<file path="config.mk">
export PLATFORM = sky130hd
export DESIGN_NAME = tap_ctrl
export DESIGN_NICKNAME = d
export VERILOG_FILES = /design/src/rtl/tap_pkg.sv /design/src/rtl/tap_fsm.sv /design/src/rtl/tap_ir.sv /design/src/rtl/tap_bypass.sv /design/src/rtl/tap_ctrl.sv
export SDC_FILE = /design/constraint.sdc
export NUM_CORES = 1
export LEC_CHECK = 0
export BUFFER_PORTS_ARGS = -buffer_cell sky130_fd_sc_hd__buf_2
export CAP_MARGIN = 20
export CORE_MARGIN = 1
export CORE_UTILIZATION = 46
export CTS_CLUSTER_SIZE = 30
export DETAILED_ROUTE_END_ITERATION = 8
export GPL_ROUTABILITY_DRIVEN = 0
export PLACE_DENSITY = 0.71
export SLEW_MARGIN = 30
export SYNTH_ARGS = -nofsm -noshare
export SYNTH_HDL_FRONTEND = slang
export SYNTH_SLANG_ARGS = --single-unit
</file>
<file path="constraint.sdc">
create_clock -name tck -period 1.3 [get_ports tck]
set_input_delay 0.065 -clock tck [delete_from_list [all_inputs] [get_ports tck]]
set_output_delay 0.065 -clock tck [all_outputs]
set_load 0.01 [all_outputs]
</file>
<file path="src/rtl/tap_pkg.sv">
// Shared types for the test access port controller.
// Assumes state codes are visible at the top ports, so the encoding is fixed.
package tap_pkg;
    typedef enum logic [3:0] {
        ST_RESET   = 4'd0,
        ST_IDLE    = 4'd1,
        ST_SEL_DR  = 4'd2,
        ST_CAP_DR  = 4'd3,
        ST_SH_DR   = 4'd4,
        ST_EX1_DR  = 4'd5,
        ST_PA_DR   = 4'd6,
        ST_EX2_DR  = 4'd7,
        ST_UPD_DR  = 4'd8,
        ST_SEL_IR  = 4'd9,
        ST_CAP_IR  = 4'd10,
        ST_SH_IR   = 4'd11,
        ST_EX1_IR  = 4'd12,
        ST_PA_IR   = 4'd13,
        ST_EX2_IR  = 4'd14,
        ST_UPD_IR  = 4'd15
    } tap_state_t;
endpackage

</file>
<file path="src/rtl/tap_fsm.sv">
// Sixteen-state controller sequencer.
// Assumes tms is stable around the rising edge of tck; reset is synchronous.
module tap_fsm
    import tap_pkg::*;
(
    input  logic       tck,
    input  logic       rst_n,
    input  logic       tms,
    output tap_state_t state
);
    tap_state_t nxt;

    // Next state chosen purely from current state and tms
    always_comb begin
        nxt = state;
        unique case (state)
            ST_RESET:  nxt = tms ? ST_RESET  : ST_IDLE;
            ST_IDLE:   nxt = tms ? ST_SEL_DR : ST_IDLE;
            ST_SEL_DR: nxt = tms ? ST_SEL_IR : ST_CAP_DR;
            ST_CAP_DR: nxt = tms ? ST_EX1_DR : ST_SH_DR;
            ST_SH_DR:  nxt = tms ? ST_EX1_DR : ST_SH_DR;
            ST_EX1_DR: nxt = tms ? ST_UPD_DR : ST_PA_DR;
            ST_PA_DR:  nxt = tms ? ST_EX2_DR : ST_PA_DR;
            ST_EX2_DR: nxt = tms ? ST_UPD_DR : ST_SH_DR;
            ST_UPD_DR: nxt = tms ? ST_SEL_DR : ST_IDLE;
            ST_SEL_IR: nxt = tms ? ST_RESET  : ST_CAP_IR;
            ST_CAP_IR: nxt = tms ? ST_EX1_IR : ST_SH_IR;
            ST_SH_IR:  nxt = tms ? ST_EX1_IR : ST_SH_IR;
            ST_EX1_IR: nxt = tms ? ST_UPD_IR : ST_PA_IR;
            ST_PA_IR:  nxt = tms ? ST_EX2_IR : ST_PA_IR;
            ST_EX2_IR: nxt = tms ? ST_UPD_IR : ST_SH_IR;
            ST_UPD_IR: nxt = tms ? ST_SEL_DR : ST_IDLE;
            default:   nxt = ST_RESET;
        endcase
    end

    // State register with synchronous reset
    always_ff @(posedge tck) begin
        if (!rst_n) state <= ST_RESET;
        else        state <= nxt;
    end

    // Checker: count consecutive high tms samples, saturating at 7
    logic [2:0] ones_cnt;
    always_ff @(posedge tck) begin
        if (!rst_n)         ones_cnt <= 3'd0;
        else if (!tms)      ones_cnt <= 3'd0;
        else if (ones_cnt != 3'd7) ones_cnt <= ones_cnt + 3'd1;
    end


    reset_hold_chk: assert property (@(posedge tck) disable iff (!rst_n)
        (state == ST_RESET && tms) |=> state == ST_RESET);


    five_high_chk: assert property (@(posedge tck) disable iff (!rst_n)
        (ones_cnt >= 3'd5) |-> state == ST_RESET);
endmodule

</file>
<file path="src/rtl/tap_ir.sv">
// Instruction shift stage and instruction output register.
// Assumes bit 0 leaves first; tdi enters at the top bit.
module tap_ir
    import tap_pkg::*;
#(
    parameter int          IR_W    = 4,
    parameter logic [IR_W-1:0] CAP_PAT = 4'b0001
) (
    input  logic            tck,
    input  logic            rst_n,
    input  tap_state_t      state,
    input  logic            tdi,
    output logic [IR_W-1:0] ir_q,
    output logic            ir_lsb
);
    localparam logic [IR_W-1:0] ALL_ONES = {IR_W{1'b1}};

    logic [IR_W-1:0] ir_sr;

    // Shift stage: capture fixed pattern, then shift toward bit 0
    always_ff @(posedge tck) begin
        if (!rst_n)                  ir_sr <= CAP_PAT;
        else if (state == ST_CAP_IR) ir_sr <= CAP_PAT;
        else if (state == ST_SH_IR)  ir_sr <= {tdi, ir_sr[IR_W-1:1]};
    end

    // Output register: load on update, force bypass in reset state
    always_ff @(posedge tck) begin
        if (!rst_n)                  ir_q <= ALL_ONES;
        else if (state == ST_RESET)  ir_q <= ALL_ONES;
        else if (state == ST_UPD_IR) ir_q <= ir_sr;
    end

    assign ir_lsb = ir_sr[0];


    ir_capture_chk: assert property (@(posedge tck) disable iff (!rst_n)
        (state == ST_CAP_IR) |=> ir_sr == CAP_PAT);


    ir_hold_chk: assert property (@(posedge tck) disable iff (!rst_n)
        (state != ST_UPD_IR && state != ST_RESET) |=> $stable(ir_q));
endmodule

</file>
<file path="src/rtl/tap_bypass.sv">
// One-bit bypass register between tdi and tdo.
// Assumes it is only meaningful while the bypass instruction is active.
module tap_bypass
    import tap_pkg::*;
(
    input  logic       tck,
    input  logic       rst_n,
    input  tap_state_t state,
    input  logic       sel,
    input  logic       tdi,
    output logic       bp_q
);
    // Clear on capture, load tdi on shift, only while selected
    always_ff @(posedge tck) begin
        if (!rst_n)                          bp_q <= 1'b0;
        else if (sel && state == ST_CAP_DR)  bp_q <= 1'b0;
        else if (sel && state == ST_SH_DR)   bp_q <= tdi;
    end


    bypass_shift_chk: assert property (@(posedge tck) disable iff (!rst_n)
        (sel && state == ST_SH_DR) |=> bp_q == $past(tdi));
endmodule

</file>
<file path="src/rtl/tap_ctrl.sv">
// Top of the test access port controller: sequencer, strobe decode,
// instruction path, bypass path and falling-edge serial output.
// Assumes the external data register shifts on shift_dr at rising tck.
module tap_ctrl
    import tap_pkg::*;
#(
    parameter int IR_W = 4
) (
    input  logic            tck,
    input  logic            rst_n,
    input  logic            tms,
    input  logic            tdi,
    input  logic            ext_dr_tdo,
    output logic            tdo,
    output logic            tdo_oe,
    output logic [3:0]      state,
    output logic            capture_dr,
    output logic            shift_dr,
    output logic            update_dr,
    output logic            ext_sel,
    output logic [IR_W-1:0] ir_out
);
    localparam logic [IR_W-1:0] BYPASS_OP = {IR_W{1'b1}};

    tap_state_t st;
    logic       ir_lsb;
    logic       bp_q;
    logic       in_shift;
    logic       dr_bit;

    tap_fsm u_fsm (
        .tck   (tck),
        .rst_n (rst_n),
        .tms   (tms),
        .state (st)
    );

    tap_ir #(.IR_W(IR_W), .CAP_PAT({{(IR_W-1){1'b0}}, 1'b1})) u_ir (
        .tck    (tck),
        .rst_n  (rst_n),
        .state  (st),
        .tdi    (tdi),
        .ir_q   (ir_out),
        .ir_lsb (ir_lsb)
    );

    tap_bypass u_bp (
        .tck   (tck),
        .rst_n (rst_n),
        .state (st),
        .sel   (!ext_sel),
        .tdi   (tdi),
        .bp_q  (bp_q)
    );

    // Strobe decode for the external data register
    always_comb begin
        capture_dr = (st == ST_CAP_DR);
        shift_dr   = (st == ST_SH_DR);
        update_dr  = (st == ST_UPD_DR);
    end

    assign state    = st;
    assign ext_sel  = (ir_out != BYPASS_OP);
    assign in_shift = (st == ST_SH_DR) || (st == ST_SH_IR);
    assign dr_bit   = ext_sel ? ext_dr_tdo : bp_q;

    // Serial output retimed to the falling edge
    always_ff @(negedge tck) begin
        if (!rst_n) begin
            tdo    <= 1'b0;
            tdo_oe <= 1'b0;
        end else begin
            tdo_oe <= in_shift;
            if (st == ST_SH_IR)      tdo <= ir_lsb;
            else if (st == ST_SH_DR) tdo <= dr_bit;
            else                     tdo <= 1'b0;
        end
    end


    strobe_excl_chk: assert property (@(posedge tck) disable iff (!rst_n)
        $onehot0({capture_dr, shift_dr, update_dr}));


    oe_shift_chk: assert property (@(posedge tck) disable iff (!rst_n)
        tdo_oe |-> (st == ST_SH_DR || st == ST_SH_IR));


    tdo_quiet_chk: assert property (@(posedge tck) disable iff (!rst_n)
        !tdo_oe |-> !tdo);
endmodule

</file>
==> metrics.csv, run 1 <==
metric;value;unit
clk slew on worst S/H paths;0.09;ns
post-synthesis xor/xnor area fraction;0;%
worst ir drop on vdd;569;uV
combinational share of power;21.1;%
ANT cells;0;
multiplexer share of the synthesized area;8.75;%
GRT met2 Usage;41.8;%
fmax;619;MHz
Arr. time, crit path;1.55;ns
1st-pass router iterations;6;
Routed WL;2.15;mm
total gr overflow;0;
Pint;0.686;mW
hold path depth;3;
Ys Warns;0;
Yosys cell types;35;
I/O Buffers;18;
static leakage;0.579;nW
CTS root buf;clkbuf_4;
worst relative slew slack;82.0;%
final hold vios;0;
sw power;0.298;mW
CTS Buffer Depth;2;
TritonCTS Buffers;3;
clock latency on the worst-skew pair;0.35;ns
sequential area share after synthesis;37.5;%
sequential power share;49.0;%
Yosys reg bits;15;
via count;821;
utilization after layout;78.5;%
largest family of logic cells by synthesized area;simple AND/OR/NAND/NOR gates;
HPWL after detailed placement;1.30;mm
DRT antenna net count;0;
CP max FO;2;
CTS tree;yes;
Req. time, crit path;1.24;ns
Overall Power;0.984;mW
crit path capture type;primary output;
Tot GR Track Use;23.1;%
Post-route DRC;3;
dominant cell type by area after synthesis;dfxtp_1;
Die H;43.7;um
Period Utilization, post-route;124;%
Slew Limit Fails;0;
Final min period;1.61;ns
Mean Syn Cell Area;8.80;sq um
Max-Cap Viols;0;
initial antenna violation count;0;
initial drt markers;14;
RSZ-0062 raised after global routing;true;
Synth Area in Adders;0;%
Post-layout nets;136;
WL/cell;14.8;um
# clock sinks;15;
pwr/cell area;804;nW/um^2
GRT met1 Usage;27.5;%
worst-margin pin slew;0.271;ns
largest net degree at the start of global routing;17;
core area;1560;sq um
H-tree depth;1;
Fin Clk Skew;0.0718;ns
Mapped Area;801;sq um
violated checks;DRC, setup timing;
Final WS setup;-0.315;ns
Rows;14;
DIE AREA;1910;sq um
status;finished, violations left;
share of layout cells above drive strength 1;54.6;%
Area Overhead vs Synth;52.8;%
switch share;30.3;%
first-pass GRT wire length;3.31;mm
critical path launch point type;register;
number of global-route vias before repair;782;
Simple-Gate Fraction of Synth Area;26.6;%
grt met3 use;5.00;%
clock power share;29.9;%
setup violators final;20;
Syn Inst Count;91;
initial core utilization;51.4;%
Synth top area share;37.5;%
Hold-fix buffers, CTS;0;
Die Wd;43.7;um
Crit Path Class;reg2out;
post-synthesis net count;96;
io pins;19;
Worst Hold Class;in2reg;
worst r2r path cells;3;
ranking of synthesized cells by area;dfxtp_1 38%, mux2i_1 8.8%, nand2_1 5.2%;
Vias/cell;5.62;
# fillers;102;
grt peak-use layer;met2;
Compound-Gate Fraction of Synth Area;18.3;%
power groups by stage:
stage / clock network (mW) / registers (mW) / logic (mW)
2_1_floorplan: 0.0145 / 0.495 / 0.0979
3_3_place_gp: 0.0145 / 0.492 / 0.136
3_5_place_dp: 0.0145 / 0.493 / 0.139
4_1_cts: 0.293 / 0.483 / 0.173
5_1_grt: 0.328 / 0.484 / 0.224
6_report: 0.294 / 0.482 / 0.208
through the flow:
| step | cell area, sq um | cells | setup slack (ns) | TNS, ns | hold WS [ns] |
|---|---|---|---|---|---|
| 2_1_floorplan | 808 | 91 | -0.483 | -0.922 | 0.184 |
| 3_3_place_gp | 975 | 132 | -0.308 | -1.03 | 0.337 |
| 3_5_place_dp | 975 | 132 | -0.353 | -1.14 | 0.344 |
| 4_1_cts | 1150 | 144 | -0.299 | -2.22 | 0.0445 |
| 5_1_grt | 1220 | 146 | -0.356 | -4.35 | 0.0699 |
| 6_report | 1220 | 146 | -0.315 | -3.15 | 0.0418 |
sequential cells by signal, indices dropped and copies added (netlist names):
name / cells
u_fsm.state: 4
u_ir.ir_q: 4
u_ir.ir_sr: 4
tdo: 1
tdo_oe: 1
u_bp.bp_q: 1
synthesized netlist by cell type (all sizes together):
| cell | n |
|---|---|
| nand4b | 1 |
| a211oi | 2 |
| and4 | 1 |
| o21ai | 3 |
| nor2 | 7 |
| nand2b | 2 |
| a311oi | 1 |
| nor3 | 1 |
| dfxtp | 15 |
| o221ai | 1 |
| o22ai | 2 |
| inv | 7 |
| nand2 | 11 |
| a211o | 2 |
| a31oi | 3 |
| nor4 | 1 |
| o211ai | 1 |
| nand3b | 1 |
| o31ai | 1 |
| nor4b | 2 |
| a21oi | 2 |
| or3b | 1 |
| buf | 6 |
| or4bb | 1 |
| o21a | 2 |
| a311o | 1 |
| nor2b | 2 |
| mux2i | 7 |
| clkbuf | 1 |
| and2 | 1 |
| nand4 | 2 |
path summary, 6_finish.rpt:
path                        from             to  slack, ns
setup / recovery  u_fsm.state[3]     capture_dr      -0.31
hold / removal               tdi  u_ir.ir_sr[3]       0.04
setup reg to reg  u_fsm.state[2]            tdo      -0.31
hold reg to reg        u_bp.bp_q      u_bp.bp_q       0.49
placed cells by master (no fill, tap or decap), drive strengths merged, types with 2 or more instances in the layout:
cell type  synthesis  final
nor4b              2      2
nand4              2      2
o21ai              3      3
nand2             11     11
clkbuf             1      3
nor2               7      7
a21oi              2      2
o21a               2      2
dfxtp             15     15
o22ai              2      2
mux2i              7      7
a211o              2      2
nand2b             2      2
inv                7      9
a31oi              3      3
buf                6     41
a211oi             2      2
nor2b              2      2
final cells by class:
class | count | area [sq um] | area share [%]
Multi-Input combinational cell | 62 | 517 | 42.2
Clock buffer | 3 | 22.5 | 1.84
Inverter | 6 | 22.5 | 1.84
Clock inverter | 3 | 11.3 | 0.920
Sequential cell | 15 | 315 | 25.8
Timing Repair Buffer | 41 | 315 | 25.8
Tap cell | 16 | 20.0 | 1.64
cell families (layout without fill, tap and decap cells):
logic type / count (synthesis) / in the layout
buffers and inverters: 14 / 53
AOI/OAI and AO/OA: 21 / 21
and+or+nand+nor: 34 / 34
muxes: 7 / 7
DFF: 15 / 15
what timing repair did:
action	4_1_cts	5_1_grt
pin swaps	10	5
setup endpoints to repair	9	21
cloned	1	0
resized for setup	23	17
buffers inserted	7	4
per-layer routing:
layer | vias to the layer above | part of all wire, % | wire, um
met3 | 2 | 4.6 | 100
li1 | 407 | - | -
met2 | 25 | 52 | 1130
met4 | 0 | 0.37 | 8
met5 | - | 0 | 0
met1 | 387 | 42 | 914
critical path, stage by stage (launching register included):
cell and delay (ns):
dfxtp_2 0.35, buf_6 0.12, buf_8 0.10, or4bb_4 0.53, inv_2 0.08, buf_6 0.09
Note: power is estimated with default switching activity, not from simulation.
==> inputs of run 2 (changes only) <==
Settings changed: PLACE_DENSITY 0.71 to 0.73.
==> run 2 against run 1 <==
  * The run still ends with DRC, setup timing left
  * Sequential cell count did not move
  * Combinational power down 8%
  * Register-to-register slack about the same
  * Critical path type is now reg2reg
==> metrics.csv, run 2 (synthesized netlist as in run 1, its figures left out) <==
metric;value;unit
status;finished, violations left;
violated checks;DRC, setup timing;
total gr overflow;0;
TritonCTS Buffers;3;
RSZ-0062 raised after global routing;true;
I/O Buffers;18;
Die Wd;43.7;um
1st-pass router iterations;7;
worst relative slew slack;80.0;%
critical path launch point type;register;
Max-Cap Viols;0;
hold path depth;3;
H-tree depth;1;
worst ir drop on vdd;642;uV
core area;1560;sq um
static leakage;0.559;nW
CTS Buffer Depth;2;
first-pass GRT wire length;3.19;mm
Req. time, crit path;0.93;ns
clock latency on the worst-skew pair;0.35;ns
Vias/cell;5.52;
# fillers;115;
worst-margin pin slew;0.298;ns
DR WL met3;91;um
worst r2r path cells;4;
commonest non-fill, non-tap cell in the layout;buf_2;
Arr. time, crit path;1.24;ns
Reg area;312;sq um
DRT antenna net count;0;
Largest regs;u_fsm.state (4), u_ir.ir_q (4), u_ir.ir_sr (4);
met1 WL;848;um
ANT cells;0;
Worst Hold Class;in2reg;
met2 wire length;1.02;mm
multi-input logic area;458;sq um
crit path capture type;register;
Post-route DRC;2;
DIE AREA;1910;sq um
Area Overhead vs Synth;41.1;%
final hold vios;0;
CTS root buf;clkbuf_4;
HPWL after detailed placement;1.36;mm
clk slew on worst S/H paths;0.09;ns
# clock sinks;15;
CP max FO;3;
Tot GR Track Use;23.4;%
io pins;19;
utilization after layout;72.5;%
largest net degree at the start of global routing;16;
Fin Clk Skew;0.0637;ns
Die H;43.7;um
Routed WL;2.00;mm
setup violators final;13;
Fin Setup TNS;-1.66;ns
Slew Limit Fails;0;
WL/cell;14.0;um
CTS tree;yes;
number of global-route vias before repair;691;
initial core utilization;51.4;%
share of layout cells above drive strength 1;43.3;%
highest routed layer;met4;
most frequent cells in the layout;18 x buf_2, 14 x buf_4, 10 x nand2_1, 10 x dfxtp_1;
Post-layout nets;133;
initial antenna violation count;0;
Hold-fix buffers, CTS;0;
Crit Path Class;reg2reg;
initial drt markers;10;
pwr/cell area;858;nW/um^2
Final WS setup;-0.310;ns
Rows;14;
via count;789;
run 2: cell types whose count changed in the layout (fill, tap and decap cells not counted), moves of 2 or more:
cell      before  now
dfxtp_2        6    3
dfxtp_1        7   10
a211oi_2       2    0
a211oi_1       0    2
nand2_2        2    0
inv_2          3    1
nand2_1        8   10
buf_6          8    2
buf_2         15   18
buf_4         16   14
run 2: worst max-delay path: stages, from the launching register on:
cell and delay (ns):
dfxtp_2 0.37, buf_4 0.13, nand4b_2 0.14, nor2b_1 0.18
nor2_1 0.12
run 2: path summary, 6_finish.rpt:
kind                        from       endpoint  slack [ns]
setup / recovery  u_fsm.state[3]         tdo_oe       -0.31
hold / removal               tdi  u_ir.ir_sr[3]        0.03
setup reg to reg  u_fsm.state[3]         tdo_oe       -0.31
hold reg to reg        u_bp.bp_q      u_bp.bp_q        0.49
run 2: per-layer routing:
metal,vias to the layer above,GRT usage (%)
met1,363,28.8
met5,-,0
met3,4,5.00
met4,0,11.3
met2,22,38.8
li1,400,-
run 2: cell type report:
| cell class | instances | area share, % |
|---|---|---|
| repair buffers | 38 | 25.0 |
| clock buffers | 3 | 1.99 |
| flip-flops and latches | 15 | 27.6 |
| clock inverters | 3 | 1.11 |
| inverters | 6 | 1.99 |
| multi-input cells | 62 | 40.5 |
| well taps | 16 | 1.77 |
run 2: repair_timing:
item                       4_1_cts  5_1_grt
buffers inserted                 6        0
pin swaps                        5        3
gates cloned                     0        0
setup endpoints to repair        8       18
gates resized for setup         16        7
run 2: stage by stage:
step / area (sq um) / cells / setup slack, ns / total power, mW / hold WS, ns
finish: 1130 / 143 / -0.310 / 0.969 / 0.0342
global route: 1130 / 143 / -0.369 / 1.02 / 0.0609
CTS: 1100 / 143 / -0.282 / 0.945 / 0.0327
detailed placement: 975 / 132 / -0.334 / 0.648 / 0.338
global placement: 975 / 132 / -0.306 / 0.643 / 0.339
floorplan: 808 / 91 / -0.483 / 0.607 / 0.184
run 2: where the power goes:
part,total [mW],leakage [nW],internal [mW],switching (mW)
registers,0.483,0.123,0.469,0.0144
logic,0.191,0.407,0.0949,0.0961
clock network,0.294,0.0284,0.123,0.172
total,0.969,0.559,0.687,0.282
